### src/rtl/uart_vote_pkg.sv
package uart_vote_pkg;

   typedef enum logic [1:0] {
      RX_IDLE,
      RX_START,
      RX_DATA,
      RX_STOP
   } rx_state_e;

endpackage

### src/rtl/uart_vote_sync.sv
module uart_vote_sync #(
   parameter int   STAGES    = 2,
   parameter logic RESET_VAL = 1'b1
) (
   input  logic clk,
   input  logic rst_n,
   input  logic din,
   output logic dout
);

   if (STAGES < 1 || STAGES > 4) begin : g_bad_stages
      $error("uart_vote_sync: STAGES must be 1..4");
   end

   if (STAGES == 1) begin : g_one
      logic ff_q;
      always_ff @(posedge clk or negedge rst_n) begin
         if (!rst_n) ff_q <= RESET_VAL;
         else        ff_q <= din;
      end
      assign dout = ff_q;
   end else begin : g_chain
      logic [STAGES-1:0] ff_q;
      always_ff @(posedge clk or negedge rst_n) begin
         if (!rst_n) ff_q <= {STAGES{RESET_VAL}};
         else        ff_q <= {ff_q[STAGES-2:0], din};
      end
      assign dout = ff_q[STAGES-1];
   end

endmodule

### src/rtl/uart_vote_maj.sv
module uart_vote_maj #(
   parameter int VOTES = 3
) (
   input  logic clk,
   input  logic rst_n,
   input  logic smp_en,
   input  logic smp,
   output logic maj_now
);

   localparam int HW = VOTES - 1;

   if (VOTES < 3 || (VOTES % 2) == 0) begin : g_bad_votes
      $error("uart_vote_maj: VOTES must be odd and at least 3");
   end

   logic [HW-1:0] hist_q;

   always_ff @(posedge clk or negedge rst_n) begin
      if (!rst_n)      hist_q <= '0;
      else if (smp_en) hist_q <= {hist_q[HW-2:0], smp};
   end

   // the current sample takes part so the decision is ready on the last tick
   assign maj_now = ($countones({hist_q, smp}) > (VOTES / 2));

endmodule

### src/rtl/uart_vote_frame.sv
module uart_vote_frame
   import uart_vote_pkg::*;
#(
   parameter int OSR        = 16,
   parameter int SAMP_FIRST = 8,
   parameter int VOTES      = 3,
   parameter int DATA_W     = 8
) (
   input  logic              clk,
   input  logic              rst_n,
   input  logic              en,
   input  logic              tick,
   input  logic              rxd_s,
   input  logic              wide,
   input  logic              maj_now,
   output logic              smp_en,
   output logic              char_done,
   output logic [DATA_W:0]   char_data,
   output logic              stop_ok
);

   localparam int CW    = $clog2(OSR);
   localparam int IW    = $clog2(DATA_W + 2);
   localparam int FIRST = SAMP_FIRST - 1;
   localparam int LAST  = FIRST + VOTES - 1;
   localparam logic [CW-1:0] FIRST_C = CW'(FIRST);
   localparam logic [CW-1:0] LAST_C  = CW'(LAST);
   localparam logic [CW-1:0] WRAP_C  = CW'(OSR - 1);
   localparam logic [IW-1:0] TOP_N   = IW'(DATA_W - 1);
   localparam logic [IW-1:0] TOP_W   = IW'(DATA_W);

   if (SAMP_FIRST < 2 || LAST > OSR - 1) begin : g_bad_window
      $error("uart_vote_frame: sample window must sit inside the bit period");
   end

   rx_state_e       state_q;
   logic [CW-1:0]   cnt_q;
   logic [IW-1:0]   idx_q;
   logic [DATA_W:0] shreg_q;
   logic            prev_q;
   logic            wide_q;
   logic            at_last;

   assign at_last = tick && (state_q != RX_IDLE) && (cnt_q == LAST_C);
   assign smp_en  = en && tick && (state_q != RX_IDLE) &&
                    (cnt_q >= FIRST_C) && (cnt_q <= LAST_C);

   always_ff @(posedge clk or negedge rst_n) begin
      if (!rst_n) begin
         state_q   <= RX_IDLE;
         cnt_q     <= '0;
         idx_q     <= '0;
         shreg_q   <= '0;
         prev_q    <= 1'b0;
         wide_q    <= 1'b0;
         char_done <= 1'b0;
         stop_ok   <= 1'b0;
      end else begin
         char_done <= 1'b0;
         if (!en) begin
            state_q <= RX_IDLE;
            cnt_q   <= '0;
            prev_q  <= 1'b0;
         end else if (tick) begin
            prev_q <= rxd_s;
            if (state_q == RX_IDLE) begin
               if (prev_q && !rxd_s) begin
                  state_q <= RX_START;
                  cnt_q   <= CW'(1);
                  idx_q   <= '0;
                  shreg_q <= '0;
                  wide_q  <= wide;
               end
            end else begin
               cnt_q <= (cnt_q == WRAP_C) ? '0 : cnt_q + 1'b1;
               if (at_last) begin
                  if (state_q == RX_START) begin
                     state_q <= maj_now ? RX_IDLE : RX_DATA;
                  end else if (state_q == RX_DATA) begin
                     shreg_q <= {maj_now, shreg_q[DATA_W:1]};
                     idx_q   <= idx_q + 1'b1;
                     if (idx_q == (wide_q ? TOP_W : TOP_N)) state_q <= RX_STOP;
                  end else begin
                     char_done <= 1'b1;
                     stop_ok   <= maj_now;
                     state_q   <= RX_IDLE;
                  end
               end
            end
         end
      end
   end

   // LSB-first shifting leaves short characters one place high
   assign char_data = wide_q ? shreg_q : {1'b0, shreg_q[DATA_W:1]};


   idle_when_off_chk: assert property (@(posedge clk) disable iff (!rst_n)
      !en |=> (state_q == RX_IDLE) && !char_done);


   no_done_from_start_chk: assert property (@(posedge clk) disable iff (!rst_n)
      char_done |-> $past(state_q) == RX_STOP);

endmodule

### src/rtl/uart_vote_hold.sv
module uart_vote_hold #(
   parameter int DATA_W = 8
) (
   input  logic              clk,
   input  logic              rst_n,
   input  logic              char_done,
   input  logic [DATA_W:0]   char_data,
   input  logic              stop_ok,
   input  logic              rd_stb,
   output logic [DATA_W-1:0] data_q,
   output logic              bit9_q,
   output logic              full_q,
   output logic              fe_q,
   output logic              ovr_vis_q
);

   logic rd_hit;
   logic ovr_pend_q;

   assign rd_hit = rd_stb && full_q;

   always_ff @(posedge clk or negedge rst_n) begin
      if (!rst_n) begin
         data_q     <= '0;
         bit9_q     <= 1'b0;
         full_q     <= 1'b0;
         fe_q       <= 1'b0;
         ovr_pend_q <= 1'b0;
         ovr_vis_q  <= 1'b0;
      end else begin
         if (rd_hit) ovr_vis_q <= ovr_pend_q;
         if (char_done && (!full_q || rd_hit)) begin
            data_q <= char_data[DATA_W-1:0];
            bit9_q <= char_data[DATA_W];
            fe_q   <= !stop_ok;
            full_q <= 1'b1;
         end else if (rd_hit) begin
            full_q <= 1'b0;
         end
         if (char_done && full_q && !rd_hit) ovr_pend_q <= 1'b1;
         else if (rd_hit)                    ovr_pend_q <= 1'b0;
      end
   end


   done_sets_full_chk: assert property (@(posedge clk) disable iff (!rst_n)
      char_done |=> full_q);


   read_clears_chk: assert property (@(posedge clk) disable iff (!rst_n)
      (rd_stb && full_q && !char_done) |=> !full_q);


   drop_keeps_data_chk: assert property (@(posedge clk) disable iff (!rst_n)
      (char_done && full_q && !rd_stb) |=> $stable(data_q) && $stable(fe_q));


   ovr_on_read_chk: assert property (@(posedge clk) disable iff (!rst_n)
      $rose(ovr_vis_q) |-> $past(rd_stb));

endmodule

### src/rtl/uart_vote_rx.sv
module uart_vote_rx #(
   parameter int OSR         = 16,
   parameter int SAMP_FIRST  = 8,
   parameter int VOTES       = 3,
   parameter int DATA_W      = 8,
   parameter int SYNC_STAGES = 2
) (
   input  logic              clk,
   input  logic              rst_n,
   input  logic              rx_en,
   input  logic              tick16,
   input  logic              rxd,
   input  logic              wide_mode,
   input  logic              rd_stb,
   output logic [DATA_W-1:0] rx_data,
   output logic              rx_bit9,
   output logic              rx_done,
   output logic              frame_err,
   output logic              overrun
);

   if (OSR < 4) begin : g_bad_osr
      $error("uart_vote_rx: OSR must be at least 4");
   end
   if (DATA_W < 2) begin : g_bad_width
      $error("uart_vote_rx: DATA_W must be at least 2");
   end

   logic            rxd_s;
   logic            smp_en;
   logic            maj_now;
   logic            char_done;
   logic [DATA_W:0] char_data;
   logic            stop_ok;

   uart_vote_sync #(.STAGES(SYNC_STAGES), .RESET_VAL(1'b1)) u_sync (
      .clk  (clk),
      .rst_n(rst_n),
      .din  (rxd),
      .dout (rxd_s)
   );

   uart_vote_maj #(.VOTES(VOTES)) u_maj (
      .clk    (clk),
      .rst_n  (rst_n),
      .smp_en (smp_en),
      .smp    (rxd_s),
      .maj_now(maj_now)
   );

   uart_vote_frame #(
      .OSR(OSR), .SAMP_FIRST(SAMP_FIRST), .VOTES(VOTES), .DATA_W(DATA_W)
   ) u_frame (
      .clk      (clk),
      .rst_n    (rst_n),
      .en       (rx_en),
      .tick     (tick16),
      .rxd_s    (rxd_s),
      .wide     (wide_mode),
      .maj_now  (maj_now),
      .smp_en   (smp_en),
      .char_done(char_done),
      .char_data(char_data),
      .stop_ok  (stop_ok)
   );

   uart_vote_hold #(.DATA_W(DATA_W)) u_hold (
      .clk      (clk),
      .rst_n    (rst_n),
      .char_done(char_done),
      .char_data(char_data),
      .stop_ok  (stop_ok),
      .rd_stb   (rd_stb),
      .data_q   (rx_data),
      .bit9_q   (rx_bit9),
      .full_q   (rx_done),
      .fe_q     (frame_err),
      .ovr_vis_q(overrun)
   );

endmodule

### config.mk
export PLATFORM = sky130hd
export DESIGN_NAME = uart_vote_rx
export DESIGN_NICKNAME = d
export VERILOG_FILES = /design/src/rtl/uart_vote_pkg.sv /design/src/rtl/uart_vote_sync.sv /design/src/rtl/uart_vote_maj.sv /design/src/rtl/uart_vote_frame.sv /design/src/rtl/uart_vote_hold.sv /design/src/rtl/uart_vote_rx.sv
export SDC_FILE = /design/constraint.sdc
export NUM_CORES = 1
export LEC_CHECK = 0
export BUFFER_PORTS_ARGS = -buffer_cell sky130_fd_sc_hd__buf_2
export CAP_MARGIN = 40
export CORE_MARGIN = 3
export CORE_UTILIZATION = 58
export DETAILED_ROUTE_END_ITERATION = 10
export HOLD_SLACK_MARGIN = 0.03
export PLACE_DENSITY = 0.78
export SYNTH_ARGS = -nofsm -noshare
export SYNTH_HDL_FRONTEND = slang
export SYNTH_SLANG_ARGS = --single-unit
export TNS_END_PERCENT = 20
### constraint.sdc
create_clock -name clk -period 2.1 [get_ports clk]
set_input_delay 0.42 -clock clk [delete_from_list [all_inputs] [get_ports clk]]
set_output_delay 0.42 -clock clk [all_outputs]
set_load 0.01 [all_outputs]
# ---- Word level (Yosys, flattened, before mapping)
# Index checks and enable logic that the tools add are counted.
dict set report word_totals {
  register_bits 40
  input_bits 7
  output_inout_bits 12
  elab_cells 101
}
dict set report classes {
  addsub 4
  n_lt_le_gt_ge 3
  n_eq_ne 11
  muxes 37
  bitwise_logic 3
  n_reduce_logical 27
}
# op count
set ops {}
lappend ops {{9-bit 2-to-1 mux} 6}
lappend ops {{4-bit 2-to-1 mux} 11}
lappend ops {{32-bit by 1-bit adder with 32-bit output} 1}
lappend ops {{32-bit by 2-bit greater-than comparator with 1-bit output, second input constant} 1}
lappend ops {{2-bit 2-to-1 mux} 9}
lappend ops {{6-bit AND reduction} 2}
lappend ops {{1-bit logical AND} 11}
lappend ops {{1-bit 2-to-1 mux} 11}
lappend ops {{2-bit nonzero test} 5}
lappend ops {{4-bit by 1-bit adder with 4-bit output, second input constant} 2}
lappend ops {{4-bit equality test, second input constant} 2}
lappend ops {{4-bit AND reduction} 2}
lappend ops {{5-bit by 3-bit inequality test with 1-bit output, second input constant} 1}
lappend ops {{4-bit equality test} 1}
lappend ops {{4-bit by 3-bit greater-or-equal comparator with 1-bit output, second input constant} 1}
lappend ops {{4-bit <= comparator, second input constant} 1}
lappend ops {{1-bit zero test} 4}
lappend ops {{2-bit by 1-bit inequality test with 1-bit output, second input constant} 2}
lappend ops {{3-bit by 1-bit inequality test with 1-bit output, second input constant} 1}
lappend ops {{3-bit inequality test, second input constant} 1}
lappend ops {{1-bit inverter} 3}
lappend ops {{1-bit by 1-bit adder with 2-bit output} 1}
lappend ops {{2-bit by 1-bit equality test with 1-bit output, second input constant} 1}
lappend ops {{2-bit equality test, second input constant} 1}
lappend ops {{4 further kinds} 4}

# ---- Logic depth before layout (Yosys ltp)
# Gate-level depths: netlist (run 1).
dict set report depth {
  word_depth 9
  mapped_depth 8
  mapped_depth_nobuf 6
}

# ---- Cells and area by module
# From an unflattened synthesis (run 1), not the netlist that was laid out.
dict set report hier_totals {
  hier_cells 173
  area_unflattened_um2 2097.0
}
# module n_inst cells_per_inst area_each_um2 seq_area_each_um2
set modules_own_cells {}
lappend modules_own_cells {uart_vote_frame 1 134 1411.4 575.6}
lappend modules_own_cells {uart_vote_hold 1 31 540.5 325.3}
lappend modules_own_cells {uart_vote_maj 1 6 92.6 50.0}
lappend modules_own_cells {uart_vote_sync 1 2 52.6 52.6}

# ---- Worst setup path after synthesis (run 1)
# No wires, ideal clock.
dict set report synth_path {
  path_type {flip-flop to flip-flop}
  startpoint {register u_frame.state_q[0]}
  endpoint {register u_frame.shreg_q[0]}
  setup_ns 0.121
  arrival_ns 1.642
  required_ns 1.979
  setup_slack_ns 0.337
  stages_incl_launch_ff 9
  path_buffers 2
  synth_period_minus_slack_ns 1.763
  cell_sequence {dfrtp_1 inv_1 ha_1 and3b_1 clkbuf_1 a31o_2 nand2_1 buf_2 a22o_1}
}
dict set report synth_between {
  elab_chain_cells 5
  elab_cells_between_ends 12
  cone_classes {eq/ne (4); mux (1); reduce/logical (7)}
}
# element line
set synth_lines {}
lappend synth_lines {{from (decl)} uart_vote_frame.sv:36} ;# rx_state_e state_q;
lappend synth_lines {{from (signal assigned)} uart_vote_frame.sv:78} ;# state_q <= maj_now ? RX_IDLE : RX_DATA;
lappend synth_lines {{2-bit nonzero test} uart_vote_frame.sv:44} ;# assign at_last = tick && (state_q != RX_IDLE) && (cnt_q == LAST_C);
lappend synth_lines {{1-bit logical AND (2 in a row)} uart_vote_frame.sv:44}
lappend synth_lines {{2-bit nonzero test (no line)} -}
lappend synth_lines {{6-bit AND reduction (no line)} -}
lappend synth_lines {{to (signal assigned)} uart_vote_frame.sv:80} ;# shreg_q <= {maj_now, shreg_q[DATA_W:1]};
lappend synth_lines {{to (decl)} uart_vote_frame.sv:39} ;# logic [DATA_W:0] shreg_q;
# Parallel ways exist; a longest one is shown, timed or not.
# A chain may end at the register's enable or synchronous reset.

# ---- Worst setup path after layout (run 1)
dict set report layout_path {
  startpoint {register u_frame.state_q[0]}
  endpoint {register u_frame.idx_q[0]}
}
dict set report layout_between {
  elab_chain_cells 5
  elab_cells_between_ends 12
  cone_classes {eq/ne (4); mux (1); reduce/logical (7)}
}
# element line
set layout_lines {}
lappend layout_lines {{2-bit nonzero test} uart_vote_frame.sv:44}
lappend layout_lines {{1-bit logical AND (2 in a row)} uart_vote_frame.sv:44}
lappend layout_lines {{2-bit nonzero test (no line)} -}
lappend layout_lines {{6-bit AND reduction (no line)} -}
lappend layout_lines {{to (signal assigned)} uart_vote_frame.sv:81} ;# idx_q <= idx_q + 1'b1;
lappend layout_lines {{to (decl)} uart_vote_frame.sv:38} ;# logic [IW-1:0] idx_q;
# Parallel ways exist; a longest one is shown, timed or not.

==> results of run 1 <==
[registers in the layout (all words and copies together) (netlist names)]
| signal | flops |
|---|---|
| u_hold.ovr_pend_q | 1 |
| u_frame.stop_ok | 1 |
| u_maj.hist_q | 2 |
| u_frame.state_q | 2 |
| u_frame.shreg_q | 9 |
| u_hold.ovr_vis_q | 1 |
| u_sync.g_chain.ff_q | 2 |
| u_hold.full_q | 1 |
| u_frame.prev_q | 1 |
| u_frame.cnt_q | 4 |
| u_hold.data_q | 8 |
| u_frame.wide_q | 1 |
| u_frame.idx_q | 4 |
| u_frame.char_done | 1 |
| u_hold.fe_q | 1 |
| u_hold.bit9_q | 1 |
[cell usage in the layout (no fill, tap or decap), types with 2 or more instances in the layout]
master                      count
sky130_fd_sc_hd__dfstp_2        2
sky130_fd_sc_hd__buf_4          2
sky130_fd_sc_hd__buf_2         18
sky130_fd_sc_hd__o2bb2ai_1      2
sky130_fd_sc_hd__mux2i_1       10
sky130_fd_sc_hd__nor2b_1        2
sky130_fd_sc_hd__nor2_1         7
sky130_fd_sc_hd__a21oi_1        6
sky130_fd_sc_hd__o21ai_0       18
sky130_fd_sc_hd__nand2b_1       4
sky130_fd_sc_hd__clkbuf_1       2
sky130_fd_sc_hd__nand3_1        3
sky130_fd_sc_hd__ha_1           9
sky130_fd_sc_hd__mux2_2         5
sky130_fd_sc_hd__dfrtp_1       38
sky130_fd_sc_hd__a22o_1         9
sky130_fd_sc_hd__a41oi_1        2
sky130_fd_sc_hd__and3b_1        2
sky130_fd_sc_hd__clkbuf_4       5
sky130_fd_sc_hd__inv_1         10
sky130_fd_sc_hd__nand2_1       23
sky130_fd_sc_hd__o31ai_1        3
[cell families after synthesis]
family,after synthesis,share of synthesized area
buf+inv,17,0.03528
fa+ha+maj,10,0.06414
simple gates,49,0.1334
compound gates,50,0.1726
flops,40,0.5144
mux,15,0.08018
[report_power, final]
| part | switching [mW] | internal (mW) |
|---|---|---|
| sequential | 0.0311 | 0.780 |
| combinational | 0.0435 | 0.0377 |
| clock | 0.245 | 0.131 |
| total | 0.320 | 0.949 |
[critical path, delay by kind of cell (launching register included)]
kind                       cells  cell delay [ns]
muxes                          1             0.34
buffers and inverters          1             0.14
adders and majority gates      1             0.27
AOI/OAI and AO/OA              1             0.14
DFF                            1             0.44
and+or+nand+nor                2             0.51
[metal layers]
| metal | GRT usage | part of all wire | vias to the layer above | routed length (µm) |
|---|---|---|---|---|
| met2 | 0.3535 | 0.49 | 44 | 1869 |
| met4 | 0.06469 | 0.016 | 0 | 60 |
| met3 | 0.05448 | 0.060 | 8 | 230 |
| li1 | - | - | 692 | - |
| met5 | 0 | 0 | - | 0 |
| met1 | 0.2703 | 0.43 | 704 | 1642 |
[final timing paths]
kind                                     endpoint  slack (ns)  cells past startpoint                   start
max                              u_frame.idx_q[0]        0.15                      6      u_frame.state_q[0]
min                            u_frame.shreg_q[1]        0.06                      1                   rst_n
max reg2reg                      u_frame.idx_q[0]        0.15                      6      u_frame.state_q[0]
min reg2reg                u_sync.g_chain.ff_q[1]        0.37                      0  u_sync.g_chain.ff_q[0]
max in group asynchronous        u_frame.idx_q[3]        1.50                      2                   rst_n
min in group clk           u_sync.g_chain.ff_q[0]        0.16                      1                     rxd
[final cells by class]
| type | instances | area [µm²] | area share |
|---|---|---|---|
| inverters | 10 | 37.54 | 0.01761 |
| clock inverters | 1 | 5.005 | 0.002347 |
| well taps | 44 | 55.05 | 0.02582 |
| flip-flops and latches | 40 | 1003 | 0.4707 |
| repair buffers | 20 | 105.1 | 0.04930 |
| clock buffers | 7 | 45.04 | 0.02113 |
| multi-input cells | 124 | 880.8 | 0.4131 |
[timing repair]
item,CTS,global route
resized for setup,0,1
endpoints found under the setup margin,0,10
endpoints found under the hold margin,0,0
==> results.cfg, run 1 <==
[synth]
syn-mean-instance-area_um2 = 10.78
synthTopCellsByCount = 38 x sky130_fd_sc_hd__dfrtp_1, 23 x sky130_fd_sc_hd__nand2_1, 18 x sky130_fd_sc_hd__o21ai_0
synth-warning-count = 0
synth.net_count = 198
postSynthCellCount = 181
post_synth_top_area_share = 0.4875
synth.area.top_cells = sky130_fd_sc_hd__dfrtp_1 49%, sky130_fd_sc_hd__ha_1 6.4%, sky130_fd_sc_hd__mux2i_1 5.1%
post_synth_edffs = 0
post-synth-top-area-cell = sky130_fd_sc_hd__dfrtp_1
leading_cell_type_by_number_of_instances_after_synthesis = sky130_fd_sc_hd__dfrtp_1
yosysSeqAreaShare = 0.5144
ys_seq_elements = 40
syn_area_um2 = 1951
async_reset_ff_frac = 1.000
ys_dominant_reg_cell = sky130_fd_sc_hd__dfrtp_1
yosys.cell_types.count = 38

[final_layout]
filler_cell_count = 251
post_route_cells_drive_above_1_share = 0.1832
finalInstanceArea_um2 = 2132
area.growth.synth_to_final_pct = 9.301
design.final.nets = 218
finalCoreUtilization = 0.6816
antenna-diode-count = 0
instances_no_fill = 246

[die]
floorplan.initialDensity = 0.6236
die_footprint_um2 = 4095
die_height_um = 63.99
placement_rows = 20
die_outline_width_um = 63.99
placeableCoreArea_um2 = 3128
io-pin-count = 19

[clock_tree]
clock_tree.buffer_depth = 2
tritoncts_clock_tree = done
cts.reportedPaths.clkPinSlew_ns = 0.12
clock_insertion_delay_worst_skew_ns = 0.35
clock_buffers_created_by_tritoncts = 5
cts.repair_timing.setup_buffer_count = 0
h-tree-depth = 2
clock_tree.root_cell = sky130_fd_sc_hd__clkbuf_4
cts.hold.buffers_added = 0
tritoncts_num_sinks = 40

[power]
power.leakage_nw = 1.031
power.density_cell_area_nw_per_um2 = 595.2
vdd_drop_max_uv = 447.5
totalPowerFinal_mw = 1.269

[place]
routabilityCongestion = 0.8526
dp_cells = 238
place.port_buffers = 18
place_area_um2 = 2079
dp_hpwl_um = 2822
place_ws_ns = 0.1603

[worst_setup_path]
startpoint_type = flop
worstPathCellList = inv_1, ha_2, and3b_1, a31o_2, nand2_1, mux2_2
critical-path-slowest-cell = sky130_fd_sc_hd__dfrtp_1
critPathArrivalTime_ns = 2.19
critical_path_class = flop to flop
worst-path-max-fanout = 11
timing.critical_path.slowest_cell_delay_ns = 0.44
worst_ep_required_time_ns = 2.34
end_kind = flop

[detailed_routing]
first_iter_violations = 97
vias_per_cell = 5.886
route.detailed.wl_per_inst_um = 15.46
drt_wl_total_um = 3803
detailedRoute.firstPassIterationCount = 4
route.antenna.remaining_nets = 0
detailroute.via_count = 1448
drc_errors = 0

[sta]
post_layout_minimum_cycle_time_ns = 1.955
skew_ns = 0.009487
hold_ws_ns = 0.06263
finalSetupTns_ns = 0
final-setup-viol-count = 0
timing.final.max_slew_violations = 0
timing.fmax_mhz = 511.6
finalWorstSetupSlack_ns = 0.1453
hold_viol = 0
tightest_slew_ns = 0.5979
share_of_the_clock_period_used_by_the_worst_path = 0.9308
slew_hr = 0.6014
rsz0062_at_grt = false

[run_status]
status = complete, no violations

[grt]
grt_usage = 0.2122
antenna_found_initial = 0
via_count_of_the_first_global_routing_pass = 1395
largest_net_degree_at_the_start_of_global_routing = 29
first_pass_grt_wire_length_um = 6679
globalRouteOverflowTotal = 0

[flow_run]
drv_cap = 0

[hold_path]
worstHoldPathType = input port to async pin
No activity file was read; power rests on OpenSTA's default activity.
==> run 2: changes to the inputs <==
--- a/config.mk
+++ b/config.mk
@@ -5,6 +5,7 @@
 export SDC_FILE = /design/constraint.sdc
 export NUM_CORES = 1
 export LEC_CHECK = 0
+export ABC_AREA = 1
 export BUFFER_PORTS_ARGS = -buffer_cell sky130_fd_sc_hd__buf_2
 export CAP_MARGIN = 40
 export CORE_MARGIN = 3
==> run 2 against run 1 <==
Routed wire length decreased by 13%. First-iteration DRC count increased by 49%. Largest power group unchanged. Worst hold slack improved by 0.097 ns. Non-clock buffer count increased by 1. Fmax increased by 8.4%. Global-route usage decreased by 2.9 points.
==> results.cfg, run 2 <==
[final_layout]
antenna-diode-count = 0
layout_commonest_cell = sky130_fd_sc_hd__nand2_1
area_of_the_multi_input_gates_um2 = 765.7
area.growth.synth_to_final_pct = 11.34
filler_cell_count = 270
largest_register_ff_count = 9
biggestRegsByFlops = u_frame.shreg_q x9, u_hold.data_q x8
regArea_um2 = 1003
layout_common_cells = 59 x sky130_fd_sc_hd__nand2_1, 38 x sky130_fd_sc_hd__dfrtp_1, 28 x sky130_fd_sc_hd__inv_1
registers.top_by_ff_count = u_frame.shreg_q
post_route_cells_drive_above_1_share = 0.1423
design.final.nets = 262
instances_no_fill = 290

[synth]
leading_cell_type_by_number_of_instances_after_synthesis = sky130_fd_sc_hd__nand2_1
async_reset_ff_frac = 1.000
ys_dominant_reg_cell = sky130_fd_sc_hd__dfrtp_1
syn_area_um2 = 1919
post_synth_edffs = 0
yosysSeqAreaShare = 0.5228
ys_seq_elements = 40
postSynthCellCount = 223
synthTopCellsByCount = 59 x sky130_fd_sc_hd__nand2_1, 38 x sky130_fd_sc_hd__dfrtp_1, 28 x sky130_fd_sc_hd__inv_1, 17 x sky130_fd_sc_hd__nor2_1, 12 x sky130_fd_sc_hd__o21ai_0
post_synth_top_area_share = 0.4954
yosys.cell_types.count = 28
synth.net_count = 240
post-synth-top-area-cell = sky130_fd_sc_hd__dfrtp_1
synth.area.top_cells = sky130_fd_sc_hd__dfrtp_1 50%, sky130_fd_sc_hd__nand2_1 12%, sky130_fd_sc_hd__ha_1 6.5%
syn-mean-instance-area_um2 = 8.607
synth-warning-count = 0

[sta]
slew_hr = 0.7240
final-setup-viol-count = 0
rsz0062_at_grt = false
share_of_the_clock_period_used_by_the_worst_path = 0.8586
post_layout_minimum_cycle_time_ns = 1.803
hold_viol = 0
timing.fmax_mhz = 554.6
tightest_slew_ns = 0.4136
skew_ns = 0.008072
finalSetupTns_ns = 0
finalWorstSetupSlack_ns = 0.2969
timing.final.max_slew_violations = 0

[die]
die_outline_width_um = 63.53
die_height_um = 63.53
die_footprint_um2 = 4035
floorplan.initialDensity = 0.6185
placeableCoreArea_um2 = 3103
io-pin-count = 19
placement_rows = 20

[detailed_routing]
detailedRoute.firstPassIterationCount = 4
detailroute.via_count = 1475
first_iter_violations = 145
drt_wl_total_um = 3311
drc_errors = 0
vias_per_cell = 5.086
route.detailed.wl_per_inst_um = 11.42
route.antenna.remaining_nets = 0

[hold_path]
worstHoldPathType = input port to flop
min_to = u_sync.g_chain.ff_q[0]
worstHoldStart = rxd
whs_path_depth = 1

[grt]
largest_net_degree_at_the_start_of_global_routing = 41
antenna_found_initial = 0
globalRouteOverflowTotal = 0
grt_usage = 0.1831
via_count_of_the_first_global_routing_pass = 1305
first_pass_grt_wire_length_um = 5754

[run_status]
status = complete, no violations

[clock_tree]
clock_tree.buffer_depth = 2
clock_tree.root_cell = sky130_fd_sc_hd__clkbuf_4
clock_insertion_delay_worst_skew_ns = 0.34
cts.reportedPaths.clkPinSlew_ns = 0.12
tritoncts_clock_tree = done
clock_buffers_created_by_tritoncts = 5
tritoncts_num_sinks = 40
h-tree-depth = 2
cts.repair_timing.setup_buffer_count = 0

[worst_setup_path]
worst-path-max-fanout = 12
critical_path.startpoint = u_frame.state_q[0]
crit-reg2reg-launch = u_frame.state_q[0]
startpoint_type = flop
critPathArrivalTime_ns = 2.04
timing.rr.end = u_frame.shreg_q[0]
rr_worst_depth = 9
worst_ep_required_time_ns = 2.33
critical_path_class = flop to flop
worst-r2r-setup-slack_ns = 0.30
end_kind = flop

[flow_run]
drv_cap = 0

[place]
place_ws_ns = 0.2477
routabilityCongestion = 0.8736
dp_cells = 281
dp_hpwl_um = 2368
place.port_buffers = 18

[power]
power.leakage_nw = 1.131
power.density_cell_area_nw_per_um2 = 992.4
totalPowerFinal_mw = 2.121
vdd_drop_max_uv = 602.5
run 2: cell families (layout without fill, tap and decap cells):
family                     Yosys count  count (layout)  synth area share
and+or+nand+nor                     94              94            0.1988
AOI/OAI and AO/OA                   43              43            0.1291
DFF                                 40              40            0.5228
buffers and inverters               35              58           0.07953
adders and majority gates           10              10           0.06519
xor gates and xnor gates             1               1          0.004564
run 2: layout make-up:
| class | count | area share |
|---|---|---|
| sequential | 40 | 0.4696 |
| inverter | 29 | 0.05094 |
| tap | 44 | 0.02576 |
| clock buffer | 6 | 0.01932 |
| clock inverter | 2 | 0.01639 |
| multi-input combinational | 148 | 0.3583 |
| timing repair buffer | 21 | 0.05972 |
run 2: report_power, final:
| group | internal [mW] | total, mW | switching (mW) |
|---|---|---|---|
| Combinational | 0.213 | 0.582 | 0.369 |
| Clock | 0.250 | 0.493 | 0.243 |
| Sequential | 0.911 | 1.05 | 0.134 |
| Total | 1.37 | 2.12 | 0.746 |
run 2: through the flow:
step           cell area, µm²    util  hold WS, ns
6_report                 2137  0.6887       0.1595
5_1_grt                  2137  0.6887       0.1464
4_1_cts                  2135  0.6879       0.1482
3_5_place_dp             2048  0.6601       0.3484
3_3_place_gp             2048  0.6601       0.3455
2_1_floorplan            1919       -       0.1244
run 2: critical path, cell delays in order, from the launching register on:
cell and delay (ns):
sky130_fd_sc_hd__dfrtp_1 0.46, sky130_fd_sc_hd__inv_1 0.13, sky130_fd_sc_hd__ha_2 0.27, sky130_fd_sc_hd__o21bai_1 0.10
sky130_fd_sc_hd__nor2_1 0.17, sky130_fd_sc_hd__nand2_1 0.11, sky130_fd_sc_hd__nand2_2 0.20, sky130_fd_sc_hd__inv_1 0.13
sky130_fd_sc_hd__nand2_1 0.08, sky130_fd_sc_hd__o21ai_1 0.06
run 2: worst max-delay path by stage:
stage,to,slack (ns)
after floorplan,u_frame.shreg_q[8],0.57
after global placement,u_frame.idx_q[2],0.35
after detailed placement,u_frame.idx_q[2],0.25
after CTS,u_frame.idx_q[2],0.24
after global routing,u_frame.idx_q[0],0.07
final,u_frame.shreg_q[0],0.30
run 2: repair_timing:
item                                   in CTS  in global routing
setup endpoints to repair                   0                  3
resized for setup                           0                  1
endpoints found under the hold margin      33                  0
hold buffers                                1                  0
run 2: layer usage:
layer,up-vias,track usage,part of all wire
met5,-,0,0
met4,0,0.09164,0.021
met1,655,0.2500,0.49
met3,8,0.03209,0.039
met2,37,0.2803,0.45
li1,775,-,-
==> run 3: changes to the inputs <==
--- a/config.mk
+++ b/config.mk
@@ -15,5 +15,6 @@
 export PLACE_DENSITY = 0.78
 export SYNTH_ARGS = -nofsm -noshare
 export SYNTH_HDL_FRONTEND = slang
+export SYNTH_HIERARCHICAL = 1
 export SYNTH_SLANG_ARGS = --single-unit
 export TNS_END_PERCENT = 20
==> run 3 against run 2 <==
Area after synthesis rose by 10%. Largest cell class unchanged. Largest power group unchanged. Critical path depth rose by 1. Count of clock-buffer cells in the layout fell by 1. Clock skew rose by 0.0013 ns. Via count rose by 23%. Critical endpoint is now u_frame/idx_q[2]. Sequential power fell by 13%.
==> results.cfg, run 3 <==
[detailed_routing]
drc_errors = 0
first_iter_violations = 127
route.antenna.remaining_nets = 0
drt_wl_total_um = 3903
vias_per_cell = 5.277
detailedRoute.firstPassIterationCount = 4
detailroute.via_count = 1810
route.detailed.wl_per_inst_um = 11.38

[final_layout]
finalInstanceArea_um2 = 2307
filler_cell_count = 305
antenna-diode-count = 0
instances_no_fill = 343
biggestRegsByFlops = u_frame/shreg_q x9, u_hold/data_q x8
design.final.nets = 311
registers.top_by_ff_count = u_frame/shreg_q
area.growth.synth_to_final_pct = 9.112
largest_register_ff_count = 9
layout_common_cells = 85 x sky130_fd_sc_hd__nand2_1, 38 x sky130_fd_sc_hd__dfrtp_1, 35 x sky130_fd_sc_hd__inv_1
layout_commonest_cell = sky130_fd_sc_hd__nand2_1
post_route_cells_drive_above_1_share = 0.1448

[place]
routabilityCongestion = 0.8984
place_area_um2 = 2227
dp_cells = 335
place.port_buffers = 18
place_ws_ns = 0.4755
dp_hpwl_um = 2785

[sta]
rsz0062_at_grt = false
final-setup-viol-count = 0
slew_hr = 0.6478
hold_viol = 0
timing.final.max_slew_violations = 0
finalSetupTns_ns = 0
timing.fmax_mhz = 606.2
share_of_the_clock_period_used_by_the_worst_path = 0.7855
tightest_slew_ns = 0.5282
post_layout_minimum_cycle_time_ns = 1.650
finalWorstSetupSlack_ns = 0.4505
skew_ns = 0.009373

[die]
io-pin-count = 19
placement_rows = 21
die_height_um = 66.38
die_footprint_um2 = 4406
floorplan.initialDensity = 0.6190
die_outline_width_um = 66.38
placeableCoreArea_um2 = 3416

[power]
net_switching_share_of_the_total_power = 0.3509
vdd_drop_max_uv = 601.2
netSwitchingPower_mw = 0.6604
pwr-share-clk = 0.267
internal-power_mw = 1.222
combPwrFrac = 0.246
seqPwrFrac = 0.488
power.density_cell_area_nw_per_um2 = 815.7
power.leakage_nw = 1.243

[worst_setup_path]
timing.critical_path.mode_cell = sky130_fd_sc_hd__nand2_2
worstPathCellList = inv_1, ha_1, inv_2, nand2_2, nor2_4, nand2_2, nand2_2, nand2_2, nand2_1, nand2_1
end_kind = flop
timing.critical_path.slowest_cell_delay_ns = 0.45
critical_path_class = flop to flop
cpLargestDelayFamily = simple AND/OR/NAND/NOR gates
crit-reg2reg-launch = u_frame/state_q[1]
worst-path-max-fanout = 13
critical_path.startpoint = u_frame/state_q[1]
worst_ep_required_time_ns = 2.35
critical-path-slowest-cell = sky130_fd_sc_hd__dfrtp_1
critPathArrivalTime_ns = 1.90
path_buf_inv = 2
startpoint_type = flop

[grt]
antenna_found_initial = 0
first_pass_grt_wire_length_um = 6796
groute.layer.met3.usage = 0.03571
grt_usage = 0.2004
groute.layer.met1.usage = 0.2486
via_count_of_the_first_global_routing_pass = 1652
grt.busiest_layer = met2
globalRouteOverflowTotal = 0
largest_net_degree_at_the_start_of_global_routing = 41
use_met2 = 0.3408

[run_status]
status = complete, no violations

[clock_tree]
cts.repair_timing.setup_buffer_count = 0
cts.hold.buffers_added = 0
clock_tree.buffer_depth = 2
ctsResizeCount = 0
clock_insertion_delay_worst_skew_ns = 0.34
tritoncts_num_sinks = 40
cts.reportedPaths.clkPinSlew_ns = 0.12
clock_tree.root_cell = sky130_fd_sc_hd__clkbuf_4
h-tree-depth = 2
tritoncts_clock_tree = done
clock_buffers_created_by_tritoncts = 5

[hold_path]
worstHoldPathType = input port to async pin

[synth]
async_reset_ff_frac = 1.000
post_synth_top_area_share = 0.4497
synth-warning-count = 6
synth.area.top_cells = sky130_fd_sc_hd__dfrtp_1 45%, sky130_fd_sc_hd__nand2_1 15%, sky130_fd_sc_hd__nand3_1 7.8%
yosysSeqAreaShare = 0.4746
post_synth_edffs = 0
yosys.cell_types.count = 24
syn_area_um2 = 2115
ys_seq_elements = 40
leading_cell_type_by_number_of_instances_after_synthesis = sky130_fd_sc_hd__nand2_1
postSynthCellCount = 276
post-synth-top-area-cell = sky130_fd_sc_hd__dfrtp_1
synth.net_count = 291
ys_dominant_reg_cell = sky130_fd_sc_hd__dfrtp_1
syn-mean-instance-area_um2 = 7.661
synthTopCellsByCount = 85 x sky130_fd_sc_hd__nand2_1, 38 x sky130_fd_sc_hd__dfrtp_1, 35 x sky130_fd_sc_hd__inv_1, 33 x sky130_fd_sc_hd__nand3_1, 22 x sky130_fd_sc_hd__nor2_1

[flow_run]
drv_cap = 0
-- run 3: cell count changes after synthesis, sizes merged, moves of 2 or more --
cell and change:
nor2 +5, a31oi -8, inv +8, buf +2
nand2 +31, nand3b +2, o22ai -8, nand3 +22
a21oi +3, ha -2
-- run 3: worst paths after layout --
| check | slack (ns) | to | cells after the start |
|---|---|---|---|
| hold / removal | 0.11 | u_hold/data_q[6] | 2 |
| max in group asynchronous | 1.63 | u_sync/g_chain.ff_q[0] | 2 |
| min in group clk | 0.16 | u_sync/g_chain.ff_q[0] | 1 |
| setup reg to reg | 0.45 | u_frame/idx_q[2] | 10 |
| setup / recovery | 0.45 | u_frame/idx_q[2] | 10 |
| hold reg to reg | 0.36 | u_sync/g_chain.ff_q[1] | 0 |
-- run 3: layout make-up --
| class | instances | area, µm² | area share |
|---|---|---|---|
| clock buffers | 5 | 37.54 | 0.01627 |
| flip-flops and latches | 40 | 1003 | 0.4349 |
| inverters | 37 | 138.9 | 0.06020 |
| multi-input cells | 190 | 907.1 | 0.3932 |
| clock inverters | 3 | 42.54 | 0.01844 |
| well taps | 46 | 57.56 | 0.02495 |
| repair buffers | 22 | 120.1 | 0.05206 |
-- run 3: cells by family after synthesis --
family / after synthesis / share of synthesized area
fa+ha+maj: 8 / 0.04734
simple gates: 154 / 0.3118
buf+inv: 46 / 0.09645
compound gates: 28 / 0.06983
flops: 40 / 0.4746
-- run 3: routing by layer --
metal	wire [µm]	up-vias
li1	-	911
met1	1815	852
met2	1848	43
met3	192	4
met4	46	0
met5	0	-
-- run 3: power groups by stage --
stage	Sequential, mW	Combinational (mW)	Clock [mW]
2_1_floorplan	0.882	0.387	0
3_3_place_gp	0.927	0.451	0
3_5_place_dp	0.930	0.456	0
4_1_cts	0.916	0.461	0.515
5_1_grt	0.928	0.530	0.546
6_report	0.918	0.462	0.502
-- run 3: metrics by stage --
stage / utilization / power [mW] / hold WS [ns]
after floorplan: - / 1.269 / 0.1244
after global placement: 0.6520 / 1.379 / 0.3463
after detailed placement: 0.6520 / 1.386 / 0.3469
after CTS: 0.6755 / 1.891 / 0.1155
after global routing: 0.6755 / 2.004 / 0.1301
final: 0.6755 / 1.882 / 0.1129
